File: src/rtl/msplit_pkg.sv
package msplit_pkg;

    typedef enum logic {
        ST_IDLE = 1'b0,
        ST_RUN  = 1'b1
    } split_st_e;

    typedef enum logic [1:0] {
        STEP_NONE = 2'd0,
        STEP_BYTE = 2'd1,
        STEP_PAGE = 2'd2
    } step_e;

endpackage

File: src/rtl/msplit_step_pick.sv
module msplit_step_pick
    import msplit_pkg::*;
#(
    parameter int ADDR_W  = 32,
    parameter int LEN_W   = 32,
    parameter int PAGE_LG = 12
) (
    input  logic [ADDR_W-1:0] cur_addr,
    input  logic [LEN_W-1:0]  cur_rem,
    output step_e             step_kind
);

    localparam logic [LEN_W-1:0] PAGE_LEN = {{(LEN_W-1){1'b0}}, 1'b1} << PAGE_LG;

    logic at_boundary;
    logic page_fits;

    always_comb begin
        at_boundary = (cur_addr[PAGE_LG-1:0] == '0);
        page_fits   = (cur_rem >= PAGE_LEN);
        if (cur_rem == '0) begin
            step_kind = STEP_NONE;
        end else if (at_boundary && page_fits) begin
            step_kind = STEP_PAGE;
        end else begin
            step_kind = STEP_BYTE;
        end
    end

endmodule

File: src/rtl/msplit_sequencer.sv
module msplit_sequencer
    import msplit_pkg::*;
#(
    parameter int ADDR_W  = 32,
    parameter int LEN_W   = 32,
    parameter int PAGE_LG = 12
) (
    input  logic              clk,
    input  logic              rst_n,
    input  logic              req_valid,
    input  logic [ADDR_W-1:0] req_addr,
    input  logic [LEN_W-1:0]  req_len,
    input  logic [7:0]        req_fill,
    output logic              req_ready,
    input  step_e             step_kind,
    output logic [ADDR_W-1:0] cur_addr,
    output logic [LEN_W-1:0]  cur_rem,
    output logic [7:0]        cur_fill,
    output logic              pg_valid,
    input  logic              pg_ready,
    output logic              wr_valid,
    input  logic              wr_ready,
    output logic              done
);

    localparam logic [LEN_W-1:0]  PAGE_LEN  = {{(LEN_W-1){1'b0}}, 1'b1} << PAGE_LG;
    localparam logic [ADDR_W-1:0] PAGE_STEP = {{(ADDR_W-1){1'b0}}, 1'b1} << PAGE_LG;
    localparam logic [LEN_W-1:0]  ONE_LEN   = {{(LEN_W-1){1'b0}}, 1'b1};
    localparam logic [ADDR_W-1:0] ONE_ADDR  = {{(ADDR_W-1){1'b0}}, 1'b1};

    typedef struct packed {
        split_st_e         st;
        logic [ADDR_W-1:0] addr;
        logic [LEN_W-1:0]  rem;
        logic [7:0]        fill;
        logic              done;
    } seq_state_t;

    seq_state_t state_d, state_q;
    logic       fire_pg, fire_wr;
    logic [LEN_W-1:0] rem_after;

    always_comb begin
        state_d       = state_q;
        state_d.done  = 1'b0;
        pg_valid      = (state_q.st == ST_RUN) && (step_kind == STEP_PAGE);
        wr_valid      = (state_q.st == ST_RUN) && (step_kind == STEP_BYTE);
        fire_pg       = pg_valid && pg_ready;
        fire_wr       = wr_valid && wr_ready;
        rem_after     = state_q.rem;
        case (state_q.st)
            ST_IDLE: begin
                if (req_valid) begin
                    state_d.addr = req_addr;
                    state_d.rem  = req_len;
                    state_d.fill = req_fill;
                    if (req_len == '0) begin
                        state_d.done = 1'b1;
                    end else begin
                        state_d.st = ST_RUN;
                    end
                end
            end
            ST_RUN: begin
                if (fire_pg) begin
                    rem_after     = state_q.rem - PAGE_LEN;
                    state_d.addr  = state_q.addr + PAGE_STEP;
                end else if (fire_wr) begin
                    rem_after     = state_q.rem - ONE_LEN;
                    state_d.addr  = state_q.addr + ONE_ADDR;
                end
                state_d.rem = rem_after;
                if ((fire_pg || fire_wr) && (rem_after == '0)) begin
                    state_d.st   = ST_IDLE;
                    state_d.done = 1'b1;
                end
            end
            default: state_d.st = ST_IDLE;
        endcase
    end

    always_ff @(posedge clk) begin
        if (!rst_n) begin
            state_q.st   <= ST_IDLE;
            state_q.addr <= '0;
            state_q.rem  <= '0;
            state_q.fill <= '0;
            state_q.done <= 1'b0;
        end else begin
            state_q <= state_d;
        end
    end

    assign req_ready = (state_q.st == ST_IDLE);
    assign cur_addr  = state_q.addr;
    assign cur_rem   = state_q.rem;
    assign cur_fill  = state_q.fill;
    assign done      = state_q.done;


    one_port_chk: assert property (@(posedge clk) disable iff (!rst_n)
        !(pg_valid && wr_valid));


    page_aligned_chk: assert property (@(posedge clk) disable iff (!rst_n)
        pg_valid |-> (cur_addr[PAGE_LG-1:0] == '0) && (cur_rem >= PAGE_LEN));


    page_hold_chk: assert property (@(posedge clk) disable iff (!rst_n)
        (pg_valid && !pg_ready) |=> (pg_valid && $stable(cur_addr)));


    byte_hold_chk: assert property (@(posedge clk) disable iff (!rst_n)
        (wr_valid && !wr_ready) |=> (wr_valid && $stable(cur_addr)));


    zero_len_done_chk: assert property (@(posedge clk) disable iff (!rst_n)
        (req_valid && req_ready && (req_len == '0)) |=> (done && req_ready));


    last_byte_done_chk: assert property (@(posedge clk) disable iff (!rst_n)
        (wr_valid && wr_ready && (cur_rem == ONE_LEN)) |=> done);


    busy_no_accept_chk: assert property (@(posedge clk) disable iff (!rst_n)
        (pg_valid || wr_valid) |-> !req_ready);

endmodule

File: src/rtl/memset_splitter.sv
module memset_splitter
    import msplit_pkg::*;
#(
    parameter int ADDR_W  = 32,
    parameter int LEN_W   = 32,
    parameter int PAGE_LG = 12
) (
    input  logic              clk,
    input  logic              rst_n,
    input  logic              req_valid,
    output logic              req_ready,
    input  logic [ADDR_W-1:0] req_addr,
    input  logic [LEN_W-1:0]  req_len,
    input  logic [7:0]        req_fill,
    output logic              pg_valid,
    input  logic              pg_ready,
    output logic [ADDR_W-1:0] pg_addr,
    output logic [7:0]        pg_fill,
    output logic              wr_valid,
    input  logic              wr_ready,
    output logic [ADDR_W-1:0] wr_addr,
    output logic [7:0]        wr_data,
    output logic              done
);

    logic [ADDR_W-1:0] cur_addr;
    logic [LEN_W-1:0]  cur_rem;
    logic [7:0]        cur_fill;
    step_e             step_kind;

    msplit_step_pick #(
        .ADDR_W (ADDR_W),
        .LEN_W  (LEN_W),
        .PAGE_LG(PAGE_LG)
    ) u_pick (
        .cur_addr (cur_addr),
        .cur_rem  (cur_rem),
        .step_kind(step_kind)
    );

    msplit_sequencer #(
        .ADDR_W (ADDR_W),
        .LEN_W  (LEN_W),
        .PAGE_LG(PAGE_LG)
    ) u_seq (
        .clk      (clk),
        .rst_n    (rst_n),
        .req_valid(req_valid),
        .req_addr (req_addr),
        .req_len  (req_len),
        .req_fill (req_fill),
        .req_ready(req_ready),
        .step_kind(step_kind),
        .cur_addr (cur_addr),
        .cur_rem  (cur_rem),
        .cur_fill (cur_fill),
        .pg_valid (pg_valid),
        .pg_ready (pg_ready),
        .wr_valid (wr_valid),
        .wr_ready (wr_ready),
        .done     (done)
    );

    assign pg_addr = cur_addr;
    assign pg_fill = cur_fill;
    assign wr_addr = cur_addr;
    assign wr_data = cur_fill;

endmodule

File: config.mk
export PLATFORM = sky130hd
export DESIGN_NAME = memset_splitter
export DESIGN_NICKNAME = d
export VERILOG_FILES = /design/src/rtl/msplit_pkg.sv /design/src/rtl/msplit_step_pick.sv /design/src/rtl/msplit_sequencer.sv /design/src/rtl/memset_splitter.sv
export SDC_FILE = /design/constraint.sdc
export NUM_CORES = 1
export LEC_CHECK = 0
export BUFFER_PORTS_ARGS = -buffer_cell sky130_fd_sc_hd__clkbuf_2
export CORE_MARGIN = 5
export CORE_UTILIZATION = 53
export DETAILED_ROUTE_END_ITERATION = 8
export PLACE_DENSITY = 0.81
export SETUP_SLACK_MARGIN = 0.4
export SYNTH_ARGS = -nofsm -noshare
export SYNTH_HDL_FRONTEND = slang
export SYNTH_SLANG_ARGS = --single-unit
export TNS_END_PERCENT = 30
File: constraint.sdc
create_clock -name clk -period 3.95 [get_ports clk]
set_input_delay 0 -clock clk [delete_from_list [all_inputs] [get_ports clk]]
set_output_delay 0 -clock clk [all_outputs]
set_load 0.01 [all_outputs]
Word-level counts from Yosys, hierarchy flattened

Cells that the tools add are included.

Logic and storage cells: 42
Bits in registers: 74
Output and inout port bits: 84
Input bits: 77

Magnitude comparators: 1
Equality and inequality tests: 4
Add/sub/neg operators: 4
Mux-type cells: 14
Reductions and logical operators: 13
Bitwise gates (word level): 1

Operators with widths:

| cell                   | count |
|---|---|
| $mux 32                | 5 |
| $pmux 65 s2            | 1 |
| $logic_not 32->1       | 3 |
| $mux 74                | 1 |
| $add 32x1->32 const B  | 1 |
| $add 32x13->32 const B | 1 |
| $ge 32x13->1 const B   | 1 |
| $sub 32x1->32 const B  | 1 |
| $sub 32x13->32 const B | 1 |
| $logic_not 12->1       | 1 |
| $logic_and 1x1->1      | 6 |
| $mux 1                 | 4 |
| $mux 2                 | 2 |
| $reduce_and 2->1       | 2 |
| $ne 3x3->1 const B     | 1 |
| $eq 2x1->1 const B     | 1 |
| $eq 2x2->1 const B     | 1 |
| $ne 2x2->1 const B     | 1 |
| $pmux 1 s2             | 1 |
| $logic_or 1x1->1       | 1 |
| $not 1->1              | 1 |

Longest topological paths before layout

Word-level depth: 14
Gate-level depth with buffers: 12
Mapped depth without buffers: 11

Cells and area by module

From an unflattened synthesis, not the netlist that was laid out.

Cells, all modules: 758
Area, all modules: 5,684.2 sq um

By module, submodules not included:

| module           | times used | cells an instance | seq. area each (sq um) | area each (sq um) |
|---|---|---|---|---|
| msplit_sequencer | 1          | 702               | 1,481.4                | 5,247.5 |
| memset_splitter  | 1          | 40                | 0.0                    | 300.3 |
| msplit_step_pick | 1          | 16                | 0.0                    | 136.4 |

Least setup slack after synthesis

OpenSTA, ideal clock, no wires.

Path kind: flip-flop to flip-flop
From: register u_seq.state_q, in the netlist u_seq.cur_rem[13]
To: register u_seq.state_q[73] (netlist name)
Library setup time: 130 ps
Stages on the path, launching flop included: 12
Period minus slack after synthesis: 2,917 ps
Path slack: 1,033 ps
Path buffers: 0
Required time: 3,820 ps
Arrival time: 2,788 ps
Cells stage by stage: dfxtp_1 -> inv_1 -> ha_1 -> nor4b_2 -> nand4_1 -> nor2_4 -> mux2_2 -> o32ai_2 -> nand4_1 -> xnor2_1 -> o41ai_1 -> a21oi_1

Longest elaborated chain between the ends: 14
Elaborated cells between the ends (all ways): 21
Those cells by class: 2 x add/sub; 1 x order compare; 2 x eq/ne; 7 x mux; 9 x reduce/logical

RTL lines:

| what                   | RTL line               | text |
|---|---|---|
| from (decl)            | msplit_sequencer.sv:39 | `seq_state_t state_d, state_q;` |
| from (signal assigned) | msplit_sequencer.sv:90 | `state_q <= state_d;` |
| $ge 32x13->1           | msplit_step_pick.sv:20 | `page_fits = (cur_rem >= PAGE_LEN);` |
| $logic_and 1x1->1      | msplit_step_pick.sv:23 | `end else if (at_boundary && page_fits) begin` |
| $mux 2                 | msplit_step_pick.sv:23 |  |
| $mux 2                 | msplit_step_pick.sv:21 | `if (cur_rem == '0) begin` |
| $eq 2x1->1             | msplit_sequencer.sv:47 | `wr_valid = (state_q.st == ST_RUN) && (step_kind == STEP_BYTE);` |
| $logic_and 1x1->1      | msplit_sequencer.sv:47 |  |
| $logic_and 1x1->1      | msplit_sequencer.sv:49 | `fire_wr = wr_valid && wr_ready;` |
| $mux 32                | msplit_sequencer.sv:68 | `end else if (fire_wr) begin` |
| $mux 32                | msplit_sequencer.sv:65 | `if (fire_pg) begin` |
| $mux 32                | msplit_sequencer.sv:51 | `case (state_q.st)` |
| $logic_not 32->1       | msplit_sequencer.sv:73 | `if ((fire_pg \|\| fire_wr) && (rem_after == '0)) begin` |
| $logic_and 1x1->1 *    | msplit_sequencer.sv:73 |  |
| $mux 1 *               | msplit_sequencer.sv:73 |  |
| $pmux 65 s2 *          | msplit_sequencer.sv:51 |  |

Every way passes the cells marked *; elsewhere a longest branch is shown, timed or not. The select of a mux whose other input is x is not followed.
A chain may end at the register's enable or synchronous reset.

Worst setup path in the final report

From: register u_seq.state_q, in the netlist u_seq.cur_rem[12]
To: register u_seq.state_q[73] (netlist name)

The elaborated chain is that of the path after synthesis.

==> results.sh <==
export IMPL_fin_crit_ps=3340
export IMPL_p_per_area_nw_per_um2=323
export IMPL_rsz0062_at_grt="no"
export IMPL_arrival_ps=3560
export IMPL_io_pins=161
export IMPL_synth_cell_types=76
export IMPL_firstDrtPassIters=5
export IMPL_antenna_left=0
export IMPL_grt_usage_pct=27.6
export IMPL_die_y_um=112
export IMPL_finalHoldViolations=0
export IMPL_cts_buffers_inserted=9
export IMPL_worstSetupEndpointType="flop"
export IMPL_core_area_um2=10300
export IMPL_slowest_stage="dfxtp_1"
export IMPL_grt_max_degree=35
export IMPL_synth_ff_type="dfxtp_1"
export IMPL_num_antenna_cells=0
export IMPL_yosysMostFrequentCell="buf_4"
export IMPL_yosysTopAreaCell="dfxtp_1"
export IMPL_cts_root_buf="clkbuf_8"
export IMPL_slew_viol_final=0
export IMPL_cts_tree="yes"
export IMPL_skew_ps=11.9
export IMPL_gp_congestion=1.03
export IMPL_relSlewSlack_pct=39.2
export IMPL_crit_required_ps=4170
export IMPL_async_flop_share_pct=0
export IMPL_path_cells="inv_1 > ha_1 > nor4b_4 > nand4_1 > nor2_4 > buf_4 > mux2i_1 > a21oi_1 > nor4b_2 > nand4_1 > o41ai_1 > a21oi_1"
export IMPL_nets=946
export IMPL_synthesis_area_um2=5530
export IMPL_grt_pass1_vias=5636
export IMPL_cts_sinks=74
export IMPL_cp_slowest_stage_delay_ps=410
export IMPL_fmax_mhz=300
export IMPL_fillers=943
export IMPL_postRouteWirelength_um=18100
export IMPL_drtIter0Drc=526
export IMPL_via_per_inst=5.99
export IMPL_final_core_util_pct=64.8
export IMPL_seq_area_frac_synth_pct=26.8
export IMPL_crit_family="simple AND/OR/NAND/NOR gates"
export IMPL_drc=0
export IMPL_start_util_pct=53.8
export IMPL_hold_path_class="in2reg"
export IMPL_cts_clk_slew_worst_paths_ps=90
export IMPL_syn_num_nets=810
export IMPL_crit_type="reg2reg"
export IMPL_vdd_ir_drop_max_uv=165
export IMPL_worst_slack_ps=615
export IMPL_rows=37
export IMPL_place_ws_ps=502
export IMPL_wl_per_cell_um=18.0
export IMPL_synth_edf_count=0
export IMPL_synthTopCellsByCount="buf_4, dfxtp_1, nor2_1"
export IMPL_p_leak_nw=2.67
export IMPL_setup_viol=0
export IMPL_post_route_period_util_pct=84.4
export IMPL_synthTopCellsByArea="dfxtp_1, buf_4, a21oi_1"
export IMPL_drv_cap=0
export IMPL_clk_latency_ps=350
export IMPL_area_delta_synth_final_pct=20.3
export IMPL_worstPathMaxFanout=8
export IMPL_cp_num_buf_inv=2
export IMPL_tns_ps=0
export IMPL_hpwlAfterDp_um=12800
export IMPL_worstMarginPinSlew_ps=904
export IMPL_yosysWarningCount=0
export IMPL_cts_max_level=3
export IMPL_grt_pass1_wl_um=28900
export IMPL_die_w_um=112
export IMPL_status="finished clean"
export IMPL_portBuffers=160
export IMPL_synth_top_area_share_pct=26.8
export IMPL_clockBufferDepth=2
export IMPL_avgSynthCellArea_um2=7.61
export IMPL_vias=6016
export IMPL_drive_gt1_share_pct=27.3
export IMPL_antenna_found_initial=0
export IMPL_netlist_instances=727
export IMPL_final_cells=1004
export IMPL_grt_overflow=0
export IMPL_start_kind="flop"
export IMPL_dp_cells=924
export IMPL_die_area_um2=12600
export IMPL_synth_seq_cells=74
==> layout make-up <==
cell class                      instances  area [um^2]  share of cell area, %
Tap cell                              136          170                   2.56
Inverter                               18         67.6                   1.02
Clock buffer                           10          138                   2.07
Multi-Input combinational cell        521         3210                   48.2
Clock inverter                          6         41.3                  0.620
Sequential cell                        74         1480                   22.3
Timing Repair Buffer                  239         1550                   23.2
==> placed cells by master, fill, tap and decap left out, types with 5 or more instances in the layout <==
master and count:
or3_1 6, nand3_1 30, dfxtp_1 74, o21ai_1 5, mux2_2 6, a21oi_1 63, and3_1 10, clkbuf_2 160
dlygate4sd3_1 61, nor4_1 14, nor3_1 29, a221oi_1 7, xnor2_1 14, or4_1 5, clkbuf_8 10, buf_4 18
inv_1 16, nor2_1 66, ha_1 6, a31oi_1 11, nand2_1 62, nor4_2 5, o21ai_0 44, nand4_1 20
a211oi_1 15, mux2i_1 5, nor2b_1 5, o211ai_1 7
==> through the flow <==
stage | hold WS, ps | cell area (um^2) | power [mW]
final | 9.58 | 6660 | 2.15
after global placement | 225 | 5820 | 1.52
after CTS | 6.23 | 6610 | 2.12
after global routing | 16.2 | 6660 | 2.26
after detailed placement | 228 | 5820 | 1.52
after floorplan | 133 | 5530 | 1.38
==> final timing paths <==
kind	start	end	slack (ps)	depth (start not counted)
worst min-delay path	req_addr[10]	u_seq.cur_addr[10]	10	3
worst max register to register	u_seq.cur_rem[12]	u_seq.state_q[73]	610	12
worst min register to register	u_seq.cur_fill[5]	u_seq.cur_fill[5]	480	2
worst max-delay path	u_seq.cur_rem[12]	u_seq.state_q[73]	610	12
==> state kept, by name, summed over array words and instances (netlist names) <==
name / flops
u_seq.cur_addr: 32
u_seq.state_q: 1
u_seq.cur_fill: 8
u_seq.done: 1
u_seq.cur_rem: 32
==> cells by family after synthesis <==
logic type / count (synthesis) / share of synthesized area (%)
muxes: 11 / 2.13
AOI/OAI and AO/OA: 197 / 22.7
adders and majority gates: 6 / 1.36
and+or+nand+nor: 290 / 28.5
DFF: 74 / 26.8
buffers and inverters: 132 / 15.8
xor gates and xnor gates: 17 / 2.69
==> routing by layer <==
metal  track usage [%]  up-vias  wire length (um)
met1              34.8     2828              7500
met3              5.23       42              1400
met4              7.53        0               380
met2              48.1      278              8820
met5                 0        -                 0
li1                  -     2868                 -
==> what timing repair did <==
item	4_1_cts	5_1_grt
gates resized for setup	0	3
setup endpoints to repair	0	7
buffers inserted	0	3
hold buffers	61	0
endpoints found under the hold margin	61	0
==> where the power goes <==
group / leakage (nW) / internal, mW / switching [mW] / total, mW
Clock: 0.0847 / 0.246 / 0.322 / 0.567
Sequential: 0.610 / 0.804 / 0.0962 / 0.900
Combinational: 1.98 / 0.291 / 0.390 / 0.681
Total: 2.67 / 1.34 / 0.808 / 2.15
==> worst register-to-register path: cells and delay by family (launching register included) <==
kind	cells	cell delay [ps]
buf+inv	2	280
simple gates	5	1320
flops	1	410
compound gates	3	620
mux	1	320
fa+ha+maj	1	260
Note: power is estimated with default switching activity, not from simulation.
